<file path="src/rtl/updn_counter_pkg.sv">
package updn_counter_pkg;
  typedef enum logic [1:0] {
    MODE_NORMAL  = 2'd0,
    MODE_RANGE   = 2'd1,
    MODE_NORECYC = 2'd2,
    MODE_MODN    = 2'd3
  } cntMode_e;

  typedef enum logic [2:0] {
    SEL_HOLD   = 3'd0,
    SEL_INC    = 3'd1,
    SEL_DEC    = 3'd2,
    SEL_ZERO   = 3'd3,
    SEL_MAX    = 3'd4,
    SEL_PRESET = 3'd5
  } cntSel_e;

  typedef struct packed {
    cntSel_e sel;
    logic    stepTaken;
    logic    setCarry;
    logic    setBorrow;
    logic    clr;
    logic    dirWr;
  } ctlStrobe_t;
endpackage

</file>
<file path="src/rtl/updn_counter_ctl.sv">
module updn_counter_ctl
  import updn_counter_pkg::*;
#(
  parameter int CNT_W = 24
) (
  input  logic             clk,
  input  logic             rst_n,
  input  logic             cntStep,
  input  logic             cntUp,
  input  logic [1:0]       modeSel,
  input  logic             loadReq,
  input  logic             clrFlags,
  input  logic [CNT_W-1:0] cntQ,
  input  logic [CNT_W-1:0] presetQ,
  output ctlStrobe_t       strobe
);
  localparam logic [CNT_W-1:0] CNT_MAX = {CNT_W{1'b1}};

  cntMode_e mode;
  logic     haltQ;
  logic     isMax, isZero, atPreset, blocked;

  assign mode     = cntMode_e'(modeSel);
  assign isMax    = (cntQ == CNT_MAX);
  assign isZero   = (cntQ == '0);
  assign atPreset = (cntQ == presetQ);
  assign blocked  = (mode == MODE_NORECYC) && haltQ;

  always_comb begin
    strobe           = '0;
    strobe.sel       = SEL_HOLD;
    strobe.clr       = clrFlags;
    strobe.dirWr     = cntStep;
    if (loadReq) begin
      strobe.sel = SEL_PRESET;
    end else if (cntStep && !blocked) begin
      strobe.stepTaken = 1'b1;
      unique case (mode)
        MODE_RANGE: begin
          if (cntUp) begin
            if (atPreset || isMax) strobe.setCarry = 1'b1;
            else                   strobe.sel = SEL_INC;
          end else begin
            if (isZero) strobe.setBorrow = 1'b1;
            else        strobe.sel = SEL_DEC;
          end
        end
        MODE_MODN: begin
          if (cntUp) begin
            if (atPreset || isMax) begin
              strobe.sel      = SEL_ZERO;
              strobe.setCarry = 1'b1;
            end else strobe.sel = SEL_INC;
          end else begin
            if (isZero) begin
              strobe.sel       = SEL_PRESET;
              strobe.setBorrow = 1'b1;
            end else strobe.sel = SEL_DEC;
          end
        end
        default: begin
          if (cntUp) begin
            if (isMax) begin
              strobe.sel      = SEL_ZERO;
              strobe.setCarry = 1'b1;
            end else strobe.sel = SEL_INC;
          end else begin
            if (isZero) begin
              strobe.sel       = SEL_MAX;
              strobe.setBorrow = 1'b1;
            end else strobe.sel = SEL_DEC;
          end
        end
      endcase
    end
  end

  always_ff @(posedge clk or negedge rst_n) begin
    if (!rst_n)       haltQ <= 1'b0;
    else if (loadReq) haltQ <= 1'b0;
    else if (mode == MODE_NORECYC && strobe.stepTaken &&
             (strobe.setCarry || strobe.setBorrow))
      haltQ <= 1'b1;
  end
endmodule

</file>
<file path="src/rtl/updn_counter_dp.sv">
module updn_counter_dp
  import updn_counter_pkg::*;
#(
  parameter int CNT_W = 24
) (
  input  logic             clk,
  input  logic             rst_n,
  input  ctlStrobe_t       strobe,
  input  logic             cntUp,
  input  logic             presetWr,
  input  logic [CNT_W-1:0] presetIn,
  output logic [CNT_W-1:0] cntQ,
  output logic [CNT_W-1:0] presetQ,
  output logic             carryQ,
  output logic             borrowQ,
  output logic             cmpQ,
  output logic             signQ,
  output logic             dirQ
);
  localparam logic [CNT_W-1:0] CNT_MAX = {CNT_W{1'b1}};

  logic [CNT_W-1:0] cntNext;

  always_comb begin
    unique case (strobe.sel)
      SEL_INC:    cntNext = cntQ + 1'b1;
      SEL_DEC:    cntNext = cntQ - 1'b1;
      SEL_ZERO:   cntNext = '0;
      SEL_MAX:    cntNext = CNT_MAX;
      SEL_PRESET: cntNext = presetQ;
      default:    cntNext = cntQ;
    endcase
  end

  always_ff @(posedge clk or negedge rst_n) begin
    if (!rst_n) begin
      cntQ    <= '0;
      presetQ <= '0;
      carryQ  <= 1'b0;
      borrowQ <= 1'b0;
      cmpQ    <= 1'b0;
      signQ   <= 1'b0;
      dirQ    <= 1'b1;
    end else begin
      cntQ <= cntNext;
      if (presetWr)     presetQ <= presetIn;
      if (strobe.dirWr) dirQ    <= cntUp;
      carryQ  <= strobe.setCarry  | (carryQ  & ~strobe.clr);
      borrowQ <= strobe.setBorrow | (borrowQ & ~strobe.clr);
      cmpQ    <= (strobe.stepTaken && (cntNext == presetQ)) | (cmpQ & ~strobe.clr);
      if (strobe.setBorrow)                  signQ <= 1'b1;
      else if (strobe.setCarry || strobe.clr) signQ <= 1'b0;
    end
  end
endmodule

</file>
<file path="src/rtl/updn_counter.sv">
module updn_counter
  import updn_counter_pkg::*;
#(
  parameter int CNT_W = 24
) (
  input  logic             clk,
  input  logic             rst_n,
  input  logic             cntStep,
  input  logic             cntUp,
  input  logic [CNT_W-1:0] presetIn,
  input  logic             presetWr,
  input  logic [1:0]       modeSel,
  input  logic             loadCmd,
  input  logic             idxEvent,
  input  logic             idxLoadEn,
  input  logic             clrFlags,
  output logic [CNT_W-1:0] countOut,
  output logic             carryFlag,
  output logic             borrowFlag,
  output logic             cmpFlag,
  output logic             signFlag,
  output logic             dirFlag
);
  ctlStrobe_t       strobe;
  logic [CNT_W-1:0] presetVal;
  logic             loadReq;

  assign loadReq = loadCmd || (idxEvent && idxLoadEn);

  updn_counter_ctl #(.CNT_W(CNT_W)) uCtl (
    .clk(clk), .rst_n(rst_n), .cntStep(cntStep), .cntUp(cntUp),
    .modeSel(modeSel), .loadReq(loadReq), .clrFlags(clrFlags),
    .cntQ(countOut), .presetQ(presetVal), .strobe(strobe)
  );

  updn_counter_dp #(.CNT_W(CNT_W)) uDp (
    .clk(clk), .rst_n(rst_n), .strobe(strobe), .cntUp(cntUp),
    .presetWr(presetWr), .presetIn(presetIn), .cntQ(countOut),
    .presetQ(presetVal), .carryQ(carryFlag), .borrowQ(borrowFlag),
    .cmpQ(cmpFlag), .signQ(signFlag), .dirQ(dirFlag)
  );
endmodule

</file>
<file path="config.mk">
export PLATFORM = sky130hd
export DESIGN_NAME = updn_counter
export DESIGN_NICKNAME = d
export VERILOG_FILES = /design/src/rtl/updn_counter_pkg.sv /design/src/rtl/updn_counter_ctl.sv /design/src/rtl/updn_counter_dp.sv /design/src/rtl/updn_counter.sv
export SDC_FILE = /design/constraint.sdc
export NUM_CORES = 1
export LEC_CHECK = 0
export ABC_CLOCK_PERIOD_IN_PS = 9500
export CAP_MARGIN = 40
export CORE_ASPECT_RATIO = 1.5
export CORE_UTILIZATION = 55
export DETAILED_ROUTE_END_ITERATION = 10
export DONT_BUFFER_PORTS = 1
export GPL_ROUTABILITY_DRIVEN = 0
export GPL_TIMING_DRIVEN = 1
export PLACE_DENSITY = 0.7
export SYNTH_ARGS = -nofsm -noshare
export SYNTH_HDL_FRONTEND = slang
export SYNTH_SLANG_ARGS = --single-unit
</file>
<file path="constraint.sdc">
create_clock -name clk -period 9.5 [get_ports clk]
set_input_delay 1.9 -clock clk [delete_from_list [all_inputs] [get_ports clk]]
set_output_delay 1.9 -clock clk [all_outputs]
set_load 0.05 [all_outputs]
</file>
### Word level (Yosys, flattened, before mapping)

Cells that the tools add are included.

| cells by class | value |
|---|---|
| add/sub/neg operators | 2 |
| multipliers | 0 |
| div/mod/pow operators | 0 |
| order comparisons | 0 |
| equality and inequality tests | 11 |
| shift operators | 0 |
| muxes and demuxes | 25 |
| bitwise gates (word level) | 7 |
| reductions and logical operators | 15 |

Operators by type and width:

| operator | number |
|---|---|
| 24-bit one-hot mux with 5 select lines | 1 |
| 24-bit equality test | 2 |
| 24-bit by 1-bit adder with 24-bit output (second input constant) | 1 |
| 24-bit equality test (second input constant) | 1 |
| 24-bit logical NOT | 1 |
| 24-bit by 1-bit subtractor with 24-bit output (second input constant) | 1 |
| 3-bit two-way mux | 7 |
| 1-bit two-way mux | 11 |
| 2-bit two-way mux | 4 |
| 3-bit by 2-bit equality test with 1-bit output (second input constant) | 2 |
| 3-bit equality test (second input constant) | 2 |
| 1-bit logical AND | 6 |
| 6-bit two-way mux | 1 |
| 3-bit one-hot mux with 2 select lines | 1 |
| 2-bit equality test (second input constant) | 2 |
| 1-bit logical OR | 4 |
| 2-bit nonzero test | 2 |
| 1-bit bitwise AND | 3 |
| 3-bit by 1-bit equality test with 1-bit output (second input constant) | 1 |
| 1-bit OR | 3 |
| 2-bit by 1-bit equality test with 1-bit output (second input constant) | 1 |
| 2-bit OR reduction | 1 |
| 1-bit logical NOT | 1 |
| 1-bit inverter | 1 |

| word-level totals | value |
|---|---|
| register bits after elaboration | 54 |
| bits in latches | 0 |
| memory bits (writable) | 0 |
| bits in read-only memories | 0 |
| bits of input ports | 35 |
| output and inout port bits | 29 |
| word-level logic and storage cells | 68 |
| memories | 0 |

### Longest topological paths before layout

Gate-level depths: netlist of the first run.

| logic depth | value |
|---|---|
| depth after elaboration | 12 |
| gate-level depth with buffers | 19 |
| mapped depth without buffers | 18 |

### By module

Synthesis of the first run repeated with hierarchy kept, for this count alone.

| unflattened totals | value |
|---|---|
| cell total of the unflattened synthesis | 805 |
| area, all modules | 6125.9 µm² |

Modules (own cells, without submodules):

| module | instances | cells each | area each (µm²) | sequential area each (µm²) |
|---|---|---|---|---|
| updn_counter_dp | 1 | 722 | 5519.0 | 1327.5 |
| updn_counter_ctl | 1 | 82 | 599.3 | 25.0 |
| updn_counter | 1 | 1 | 7.5 | 0.0 |

### Least setup slack after synthesis of the first run

Ideal clock, no wire load.

| path | value |
|---|---|
| path kind | input port to flip-flop |
| start | input port modeSel[0] |
| end | register uDp.cmpQ |
| library setup time | 104 ps |
| arrival | 5904 ps |
| data required time | 9396 ps |
| path slack | 3493 ps |
| cell stages on the path | 16 |
| path buffers | 1 |
| cells stage by stage | nor3_1 a21boi_0 a211oi_1 and2_1 ha_1 clkbuf_1 a211oi_1 o21a_1 or3b_2 a21bo_2 and4_1 nor4_1 o21ai_0 nor4b_1 nand4_1 o41ai_2 |

| on the way | value |
|---|---|
| longest elaborated chain between the ends | 11 |
| elaborated cells between the ends (all ways) | 19 |
| those cells by class | 9 x eq/ne; 5 x mux; 1 x bitwise; 4 x reduce/logical |

RTL lines:

| item | RTL line | text |
|---|---|---|
| start, declared | updn_counter.sv:12 | `input logic [1:0] modeSel,` |
| 2-bit equality test | updn_counter_ctl.sv:27 | `assign blocked = (mode == MODE_NORECYC) && haltQ;` |
| 1-bit logical AND | updn_counter_ctl.sv:27 |  |
| 1-bit logical NOT | updn_counter_ctl.sv:36 | `end else if (cntStep && !blocked) begin` |
| 1-bit logical AND | updn_counter_ctl.sv:36 |  |
| 6-bit two-way mux * | updn_counter_ctl.sv:36 |  |
| 3-bit two-way mux | updn_counter_ctl.sv:34 | `if (loadReq) begin` |
| 3-bit equality test (tied with other cells) | updn_counter_dp.sv:25 | `unique case (strobe.sel)` |
| 24-bit one-hot mux with 5 select lines | updn_counter_dp.sv:25 |  |
| 24-bit equality test | updn_counter_dp.sv:50 | `cmpQ <= (strobe.stepTaken && (cntNext == presetQ)) \| (cmpQ & ~strobe.clr);` |
| 1-bit logical AND * | updn_counter_dp.sv:50 |  |
| 1-bit OR * | updn_counter_dp.sv:50 |  |
| end signal, assigned | updn_counter_dp.sv:50 |  |
| end, declared | updn_counter_dp.sv:16 | `output logic cmpQ,` |

Every way passes the cells marked *; elsewhere a longest branch is shown, timed or not.
A chain may end at the register's enable or synchronous reset.

### Worst setup path in the final report of the first run

| path | value |
|---|---|
| start | input port idxEvent |
| end | register uDp.cmpQ |

| on the way | value |
|---|---|
| longest elaborated chain between the ends | 8 |
| elaborated cells between the ends (all ways) | 13 |
| those cells by class | 6 x eq/ne; 3 x mux; 1 x bitwise; 3 x reduce/logical |

RTL lines:

| item | RTL line | text |
|---|---|---|
| start, declared | updn_counter.sv:14 | `input logic idxEvent,` |
| 1-bit logical AND * | updn_counter.sv:28 | `assign loadReq = loadCmd \|\| (idxEvent && idxLoadEn);` |
| 1-bit logical OR * | updn_counter.sv:28 |  |
| 3-bit two-way mux | updn_counter_ctl.sv:34 |  |
| 3-bit equality test (tied with other cells) | updn_counter_dp.sv:25 |  |
| 24-bit one-hot mux with 5 select lines | updn_counter_dp.sv:25 |  |
| 24-bit equality test | updn_counter_dp.sv:50 |  |
| 1-bit logical AND * | updn_counter_dp.sv:50 |  |
| 1-bit OR * | updn_counter_dp.sv:50 |  |

Marks and branches as above.

==> metrics.yaml, run 1 <==
synthesis:
  synth_ff_type: "dfrtp_1"
  synth_edf_count: 0
  ys_seq_area_frac: 0.271
  synthTopCellsByCount: "o21ai_0 (55), dfrtp_1 (53), a21oi_1 (48), nor2_1 (48), nand2_1 (44)"
  avgSynthCellArea_um2: 7.94
  synth_cell_type_count: 72
  postSynthCellCount: 628
  synth_top_area_frac: 0.266
  post-synth-top-count-cell: "o21ai_0"
  yosysTopAreaCell: "dfrtp_1"
  synth-warning-count: 0
  synth_fp_nets: 686
  yosys-top-cells-area: "dfrtp_1 (27%), ha_1 (5.5%), o21ai_0 (5.5%)"
  synthesis.area_um2: 4980
  async_flop_share: 1.00
  synth-seq-cells: 54
timing:
  fin_worst_skew_ps: 6.80
  fin_crit_sh: 0.746
  setup_viol: 0
  min_period_ps: 7090
  drv_slew: 0
  max_slew.worst_pin.slew_ps: 932
  slew_headroom: 0.373
  fin_setup_tns_ps: 0
  rsz0062_at_grt: "false"
  hold_violations: 0
  fmax_mhz: 141
place:
  place_area_um2: 5010
  port_buffers: 0
  hpwl_um: 12800
setup_path:
  path_max_fanout: 14
  cp.arrival_ps: 7280
  criticalPathCategory: "in -> reg"
  crit_top_cell: "a21oi_1"
  end_kind: "flop"
  crit_start: "idxEvent"
  slowest_delay_ps: 720
  critPathSlowestCell: "a21oi_1"
  rr_startpoint: "uDp.cntQ[14]"
  crit_chain: "a21oi_1, nand3_1, a211oi_1, and2_1, buf_6, ha_1, or3_1, a21oi_1, a211o_1, a21bo_2, a21boi_0, and4_1, nor4_1, o21ai_0, nor4b_1, nand4_1, o41ai_2"
  start_kind: "primary input"
  cp.required_ps: 9700
finish:
  area.growth.synth_to_final_pct: 3.84
  diodes: 0
  n_fill_cell: 821
  nets: 663
  stdcell_area_um2: 5170
  drive_gt1_frac: 0.0677
power_and_ir_drop:
  power.total_uw: 981
  p_per_area_nw_per_um2: 189
  ir_worst_vdd_mv: 0.102
  p_leak_uw: 0.00210
clocking:
  post_cts_resized: 0
  insertion_delay_ps: 300
  cts_tree: "yes"
  cts.htree.levels: 2
  clkSinkCount: 54
  cts_hold_buf: 0
  root_buffer: "clkbuf_16"
  cts_buffer_depth: 2
  post_cts_buffers: 0
  clk_pin_slew_ps: 80
  cts_made_buffers: 5
route:
  ant_nets: 0
  wire_per_inst_um: 24.8
  vias: 5288
  totalWireLength_um: 17800
  dr.pass1.iters: 6
  via_per_inst: 7.39
  drt_iter0_markers: 841
  drc: 0
grt:
  grt_pass1_wl_um: 27900
  grt_max_degree: 55
  gr-usage-all-layers: 0.391
  antenna_found_initial: 0
  grt.overflow.total: 0
  grt_pass1_vias: 5052
floorplan:
  die_w_um: 79.7
  dieArea_um2: 9450
  core_um2: 8830
  ios: 64
  start_util: 0.564
  rows: 42
  die_y_um: 119
run_status:
  status: "finished clean"
worst_hold_path:
  min_from: "uCtl.haltQ"
  min_path_type: "reg -> reg"
flow_run:
  drv_cap: 0
[placed cells by master, fill, tap and decap left out, types with 4 or more instances in the layout]
cell type	instances
and3_1	7
nor2b_1	11
o21a_1	9
buf_4	6
xnor2_1	28
o21bai_1	6
mux2_2	12
o211ai_1	9
o21ai_0	55
clkbuf_16	5
nor3_1	10
a211o_1	5
o31a_1	5
nand3_1	13
o31ai_1	4
or3_1	7
o221ai_1	6
nor2_1	48
and4_1	4
dfrtp_1	53
ha_1	22
a211oi_1	11
inv_1	30
nand2_1	44
a21o_1	11
a21oi_1	48
o22ai_1	8
a31oi_1	12
xor2_1	9
nor4_1	16
nand4_1	17
and2_1	4
nand2b_1	11
[kinds of logic after synthesis]
family | share of synthesized area
AO/OA/AOI/OAI | 0.306
XOR/XNOR | 0.0650
adder cells (fa/ha/maj) | 0.0593
buffers and inverters | 0.0567
flip-flops | 0.271
multiplexers | 0.0291
AND/OR/NAND/NOR | 0.213
[state kept, by name (all words and copies together), names as in the netlist]
| signal | count |
|---|---|
| uDp.cmpQ | 1 |
| uCtl.haltQ | 1 |
| uDp.cntQ | 24 |
| uDp.carryQ | 1 |
| uDp.dirQ | 1 |
| uDp.presetQ | 24 |
| uDp.signQ | 1 |
| uDp.borrowQ | 1 |
[layout make-up]
class | count | area (µm²) | area share
clock buffers | 5 | 125 | 0.0242
clock inverters | 3 | 28.8 | 0.00556
inverters | 30 | 113 | 0.0218
multi-input cells | 506 | 3360 | 0.649
flip-flops and latches | 54 | 1350 | 0.261
well taps | 110 | 138 | 0.0266
repair buffers | 8 | 61.3 | 0.0118
[critical path: cells and delay by family]
kind | cells | cell delay [ps]
buffers and inverters | 1 | 260
AND/OR/NAND/NOR | 7 | 2390
AO/OA/AOI/OAI | 8 | 2440
adder cells (fa/ha/maj) | 1 | 280
[per-stage QoR]
step	instances	hold slack, ps	util	setup WS [ps]
finish	716	579	0.586	2410
global route	716	617	0.586	2070
CTS	715	586	0.585	2700
detailed placement	707	571	0.568	2440
global placement	706	520	0.567	2380
floorplan	628	483	-	3490
[final timing paths]
| check | end | slack, ps | depth (start not counted) |
|---|---|---|---|
| max | uDp.cmpQ | 2410 | 17 |
| min | uCtl.haltQ | 580 | 2 |
| max in group asynchronous | uDp.dirQ | 8020 | 0 |
| max reg2reg | uDp.cmpQ | 3010 | 18 |
| min reg2reg | uCtl.haltQ | 580 | 2 |
| min in group asynchronous | uDp.cntQ[8] | 1290 | 0 |
[layer usage]
layer | global-route usage | wire, µm
met1 | 0.481 | 6300
met2 | 0.599 | 8310
met3 | 0.0934 | 1820
met4 | 0.250 | 1360
met5 | 0 | 0
[power by group]
| part | internal [µW] | leakage (µW) | switching [µW] | total (µW) |
|---|---|---|---|---|
| Clock | 101 | 0.0000763 | 96.2 | 198 |
| Combinational | 151 | 0.00137 | 207 | 357 |
| Sequential | 257 | 0.000650 | 168 | 425 |
Power figures use the tool's default switching activity.
==> run 2: changes to the inputs <==
--- a/config.mk
+++ b/config.mk
@@ -5,7 +5,7 @@
 export SDC_FILE = /design/constraint.sdc
 export NUM_CORES = 1
 export LEC_CHECK = 0
-export ABC_CLOCK_PERIOD_IN_PS = 9500
+export ABC_CLOCK_PERIOD_IN_PS = 7250
 export CAP_MARGIN = 40
 export CORE_ASPECT_RATIO = 1.5
 export CORE_UTILIZATION = 55
==> constraint.sdc (replaced) <==
create_clock -name clk -period 7.25 [get_ports clk]
set_input_delay 1.45 -clock clk [delete_from_list [all_inputs] [get_ports clk]]
set_output_delay 1.45 -clock clk [all_outputs]
set_load 0.05 [all_outputs]
==> run 2 against run 1 <==
Against the previous run:
- clock power increased by 30%
- global-route usage decreased by 1.0 points
- non-clock buffer count increased by 7
- die area unchanged
- sequential cell count unchanged
- count of clock-buffer cells in the layout increased by 1
- register-to-register slack got worse by 1900 ps
- worst hold slack got worse by 35 ps
- sequential power increased by 21%
==> metrics.yaml, run 2 (synthesized netlist as in run 1, its figures left out) <==
run_status:
  status: "finished clean"
setup_path:
  slowest_delay_ps: 610
  path_max_fanout: 23
  cp.required_ps: 7420
  crit_buf_inv: 1
  end_kind: "flop"
  cp.arrival_ps: 6360
  critPathTopFamily: "compound AO/OA/AOI/OAI gates"
  start_kind: "primary input"
  crit_chain: "a21oi_1, nand3_1, a211oi_1, and2_1, buf_4, ha_1, nor2b_1, o31a_1, o31ai_1, o31a_1, o21ai_0, a21oi_1, o21ai_0, xnor2_1, nor2_1, a211oi_1, o41ai_2"
  critPathSlowestCell: "a21oi_1"
  criticalPathCategory: "in -> reg"
  r2r_slack_ps: 1110
timing:
  fin_crit_sh: 0.854
  fin_setup_tns_ps: 0
  fmax_mhz: 162
  setup_ws_ps: 1060
  slew_headroom: 0.372
  rsz0062_at_grt: "false"
  max_slew.worst_pin.slew_ps: 933
  fin_worst_skew_ps: 9.83
  drv_slew: 0
  holdWs_ps: 544
  hold_violations: 0
  setup_viol: 0
  min_period_ps: 6190
clocking:
  cts_made_buffers: 5
  insertion_delay_ps: 300
  cts_tree: "yes"
  clk_pin_slew_ps: 80
  clkSinkCount: 54
  cts_hold_buf: 0
  post_cts_resized: 0
  cts.htree.levels: 2
  post_cts_buffers: 0
  cts_buffer_depth: 2
  root_buffer: "clkbuf_16"
floorplan:
  core_um2: 8830
  rows: 42
  die_w_um: 79.7
  die_y_um: 119
  ios: 64
  start_util: 0.564
  dieArea_um2: 9450
finish:
  fin_cells: 723
  drive_gt1_frac: 0.0783
  nets: 670
  diodes: 0
  final_common_cell: "o21ai_0"
  mostFrequentLayoutCells: "o21ai_0 (55), dfrtp_1 (53), a21oi_1 (48), nor2_1 (48), nand2_1 (44)"
  area.growth.synth_to_final_pct: 4.87
  n_fill_cell: 831
  top_regs: "uDp.cntQ: 24 flops, uDp.presetQ: 24 flops"
route:
  drt_iter0_markers: 778
  drc: 0
  via_per_inst: 7.21
  ant_nets: 0
  totalWireLength_um: 17600
  wire_per_inst_um: 24.3
  dr.pass1.iters: 7
  vias: 5211
power_and_ir_drop:
  ir_worst_vdd_mv: 0.167
  power.total_uw: 1290
  p_leak_uw: 0.00213
  p_per_area_nw_per_um2: 248
place:
  dpl.cell_count: 715
  port_buffers: 0
  hpwl_um: 12900
  place_ws_ps: 872
grt:
  busiest_layer: "met2"
  grt_pass1_vias: 4947
  gr-usage-all-layers: 0.380
  grt_util_met3: 0.0880
  grt_max_degree: 55
  grt_pass1_wl_um: 26900
  use_met2: 0.607
  use_met1: 0.439
  antenna_found_initial: 0
  grt.overflow.total: 0
worst_hold_path:
  min_path_type: "reg -> reg"
flow_run:
  drv_cap: 0
run 2: cell type report:
type	instances	area (µm²)	share of cell area
Multi-Input combinational cell	506	3360	0.642
Sequential cell	54	1350	0.259
Clock buffer	6	139	0.0266
Tap cell	110	138	0.0263
Timing Repair Buffer	15	113	0.0215
Inverter	30	113	0.0215
Clock inverter	2	16.3	0.00311
run 2: worst reg2reg max path, delay by kind of cell (launching register included):
family | cells | cell delay (ps)
buffers and inverters | 1 | 290
adders and majority gates | 1 | 350
AOI/OAI and AO/OA | 10 | 3010
and+or+nand+nor | 5 | 1220
xor gates and xnor gates | 1 | 290
DFF | 1 | 860
run 2: worst paths after layout:
kind | start | endpoint | depth (start not counted)
max reg2reg | uDp.cntQ[2] | uDp.cmpQ | 18
min reg2reg | uCtl.haltQ | uCtl.haltQ | 2
min in group asynchronous | rst_n | uDp.cntQ[4] | 0
max | idxEvent | uDp.cmpQ | 17
min | uCtl.haltQ | uCtl.haltQ | 2
max in group asynchronous | rst_n | uDp.dirQ | 0
run 2: power by group:
part / internal [µW] / switching (µW) / leakage [µW] / total, µW
combinational: 208 / 316 / 0.00140 / 523
clock: 139 / 118 / 0.0000735 / 258
sequential: 338 / 175 / 0.000650 / 513
total: 685 / 610 / 0.00213 / 1290
run 2: stage by stage:
stage                      util  instance area (µm²)
after floorplan               -                 4980
after global placement    0.574                 5070
after detailed placement  0.574                 5070
after CTS                 0.592                 5230
after global routing      0.592                 5230
final                     0.592                 5230
run 2: routing by layer:
metal	routed length [µm]	part of all wire
met5	0	0
met4	1440	0.082
met3	1850	0.11
met2	8250	0.47
met1	6030	0.34
==> run 3: changes to the inputs <==
--- a/config.mk
+++ b/config.mk
@@ -13,6 +13,7 @@
 export DONT_BUFFER_PORTS = 1
 export GPL_ROUTABILITY_DRIVEN = 0
 export GPL_TIMING_DRIVEN = 1
+export MAX_ROUTING_LAYER = met4
 export PLACE_DENSITY = 0.7
 export SYNTH_ARGS = -nofsm -noshare
 export SYNTH_HDL_FRONTEND = slang
==> run 3 against run 2 <==
Against the previous run:
- worst hold slack lost 0.80 ps
- total power hardly changed
- core utilization is the same
- sequential cell count unchanged
==> metrics.yaml, run 3 (synthesized netlist as in run 1, its figures left out) <==
run_status:
  status: "finished clean"
clocking:
  cts_hold_buf: 0
  insertion_delay_ps: 300
  cts_made_buffers: 5
  post_cts_buffers: 0
  clk_pin_slew_ps: 80
  clkSinkCount: 54
  cts.htree.levels: 2
  root_buffer: "clkbuf_16"
  cts_tree: "yes"
  cts_buffer_depth: 2
  post_cts_resized: 0
worst_hold_path:
  min_path_type: "reg -> reg"
setup_path:
  critPathSlowestCell: "a21oi_1"
  criticalPathCategory: "in -> reg"
  path_max_fanout: 23
  slowest_delay_ps: 630
  cp.required_ps: 7420
  cp-endpoint: "uDp.cmpQ"
  crit_start: "idxEvent"
  crit_chain: "a21oi_1, nand3_1, a211oi_1, and2_1, buf_4, ha_1, nor2b_1, o31a_1, o31ai_1, o31a_1, o21ai_0, a21oi_1, o21ai_0, xnor2_1, nor2_1, a211oi_1, o41ai_2"
  reg2reg_to: "uDp.cmpQ"
  ff2ff_path_depth: 18
  cp.arrival_ps: 6360
  start_kind: "primary input"
  r2r_slack_ps: 1120
  rr_startpoint: "uDp.cntQ[2]"
  end_kind: "flop"
timing:
  setup_viol: 0
  hold_violations: 0
  min_period_ps: 6200
  fin_crit_sh: 0.855
  holdWs_ps: 544
  rsz0062_at_grt: "false"
  fin_setup_tns_ps: 0
  slew_headroom: 0.373
  fin_worst_skew_ps: 9.56
  drv_slew: 0
  max_slew.worst_pin.slew_ps: 932
  fmax_mhz: 161
grt:
  grt_pass1_wl_um: 27100
  grt_pass1_vias: 4955
  antenna_found_initial: 0
  gr-usage-all-layers: 0.394
  grt.overflow.total: 0
  grt_max_degree: 55
finish:
  final_common_cell: "o21ai_0"
  diodes: 0
  n_fill_cell: 831
  area.growth.synth_to_final_pct: 4.87
  top_regs: "uDp.cntQ: 24 flops, uDp.presetQ: 24 flops"
  drive_gt1_frac: 0.0783
  mostFrequentLayoutCells: "o21ai_0 (55), dfrtp_1 (53), a21oi_1 (48), nor2_1 (48), nand2_1 (44)"
  stdcell_area_um2: 5230
  fin_util: 0.592
  nets: 670
power_and_ir_drop:
  ir_worst_vdd_mv: 0.167
  p_per_area_nw_per_um2: 248
  p_leak_uw: 0.00213
route:
  via_per_inst: 7.33
  vias: 5302
  drt_iter0_markers: 688
  wl_met1_um: 6230
  wire_per_inst_um: 24.4
  totalWireLength_um: 17700
  drc: 0
  dr_wl_met3_um: 1740
  dr.pass1.iters: 7
  top_layer: "met4"
  wl_met2_um: 8260
  ant_nets: 0
floorplan:
  die_y_um: 119
  die_w_um: 79.7
  core_um2: 8830
  dieArea_um2: 9450
  rows: 42
  ios: 64
  start_util: 0.564
place:
  hpwl_um: 12900
  port_buffers: 0
  place_area_um2: 5070
flow_run:
  drv_cap: 0
==> run 3: cell counts in the layout (fill, tap and decap cells not counted) <==
No cell type changed its count.
==> run 3: where the power goes <==
group | leakage, µW | internal, µW | total, µW | switching [µW]
registers | 0.000650 | 338 | 514 | 176
logic | 0.00140 | 208 | 525 | 318
clock network | 0.0000735 | 139 | 255 | 116
total | 0.00213 | 685 | 1300 | 610
==> run 3: how the worst min path moves through the flow <==
stage,depth (start not counted),startpoint,to
final,2,uCtl.haltQ,uCtl.haltQ
after global routing,2,uCtl.haltQ,uCtl.haltQ
after CTS,2,uCtl.haltQ,uCtl.haltQ
after detailed placement,2,uCtl.haltQ,uCtl.haltQ
after global placement,2,uCtl.haltQ,uCtl.haltQ
after floorplan,2,uCtl.haltQ,uCtl.haltQ
==> run 3: stage by stage <==
step | std cells | setup slack (ps) | total power [µW]
3_3_place_gp | 715 | 1130 | 1010
3_5_place_dp | 715 | 872 | 1020
4_1_cts | 723 | 1150 | 1270
6_report | 723 | 1050 | 1300
2_1_floorplan | 628 | 1690 | 868
5_1_grt | 723 | 740 | 1350
==> run 3: final cells by class <==
cell class | count | area [µm²] | share of cell area
Clock inverter | 2 | 16.3 | 0.00311
Inverter | 30 | 113 | 0.0215
Multi-Input combinational cell | 506 | 3360 | 0.642
Timing Repair Buffer | 15 | 113 | 0.0215
Sequential cell | 54 | 1350 | 0.259
Clock buffer | 6 | 139 | 0.0266
Tap cell | 110 | 138 | 0.0263
==> run 3: routing by layer <==
| layer | vias up | global-route usage |
|---|---|---|
| li1 | 2329 | - |
| met1 | 2431 | 0.454 |
| met2 | 418 | 0.616 |
| met3 | 124 | 0.0741 |
| met4 | 0 | 0.250 |
| met5 | - | - |
==> run 3: critical path, delay by kind of cell <==
| family | cells | cell delay [ps] |
|---|---|---|
| buffers and inverters | 1 | 290 |
| adders and majority gates | 1 | 340 |
| and+or+nand+nor | 4 | 710 |
| xor gates and xnor gates | 1 | 290 |
| AOI/OAI and AO/OA | 10 | 3280 |
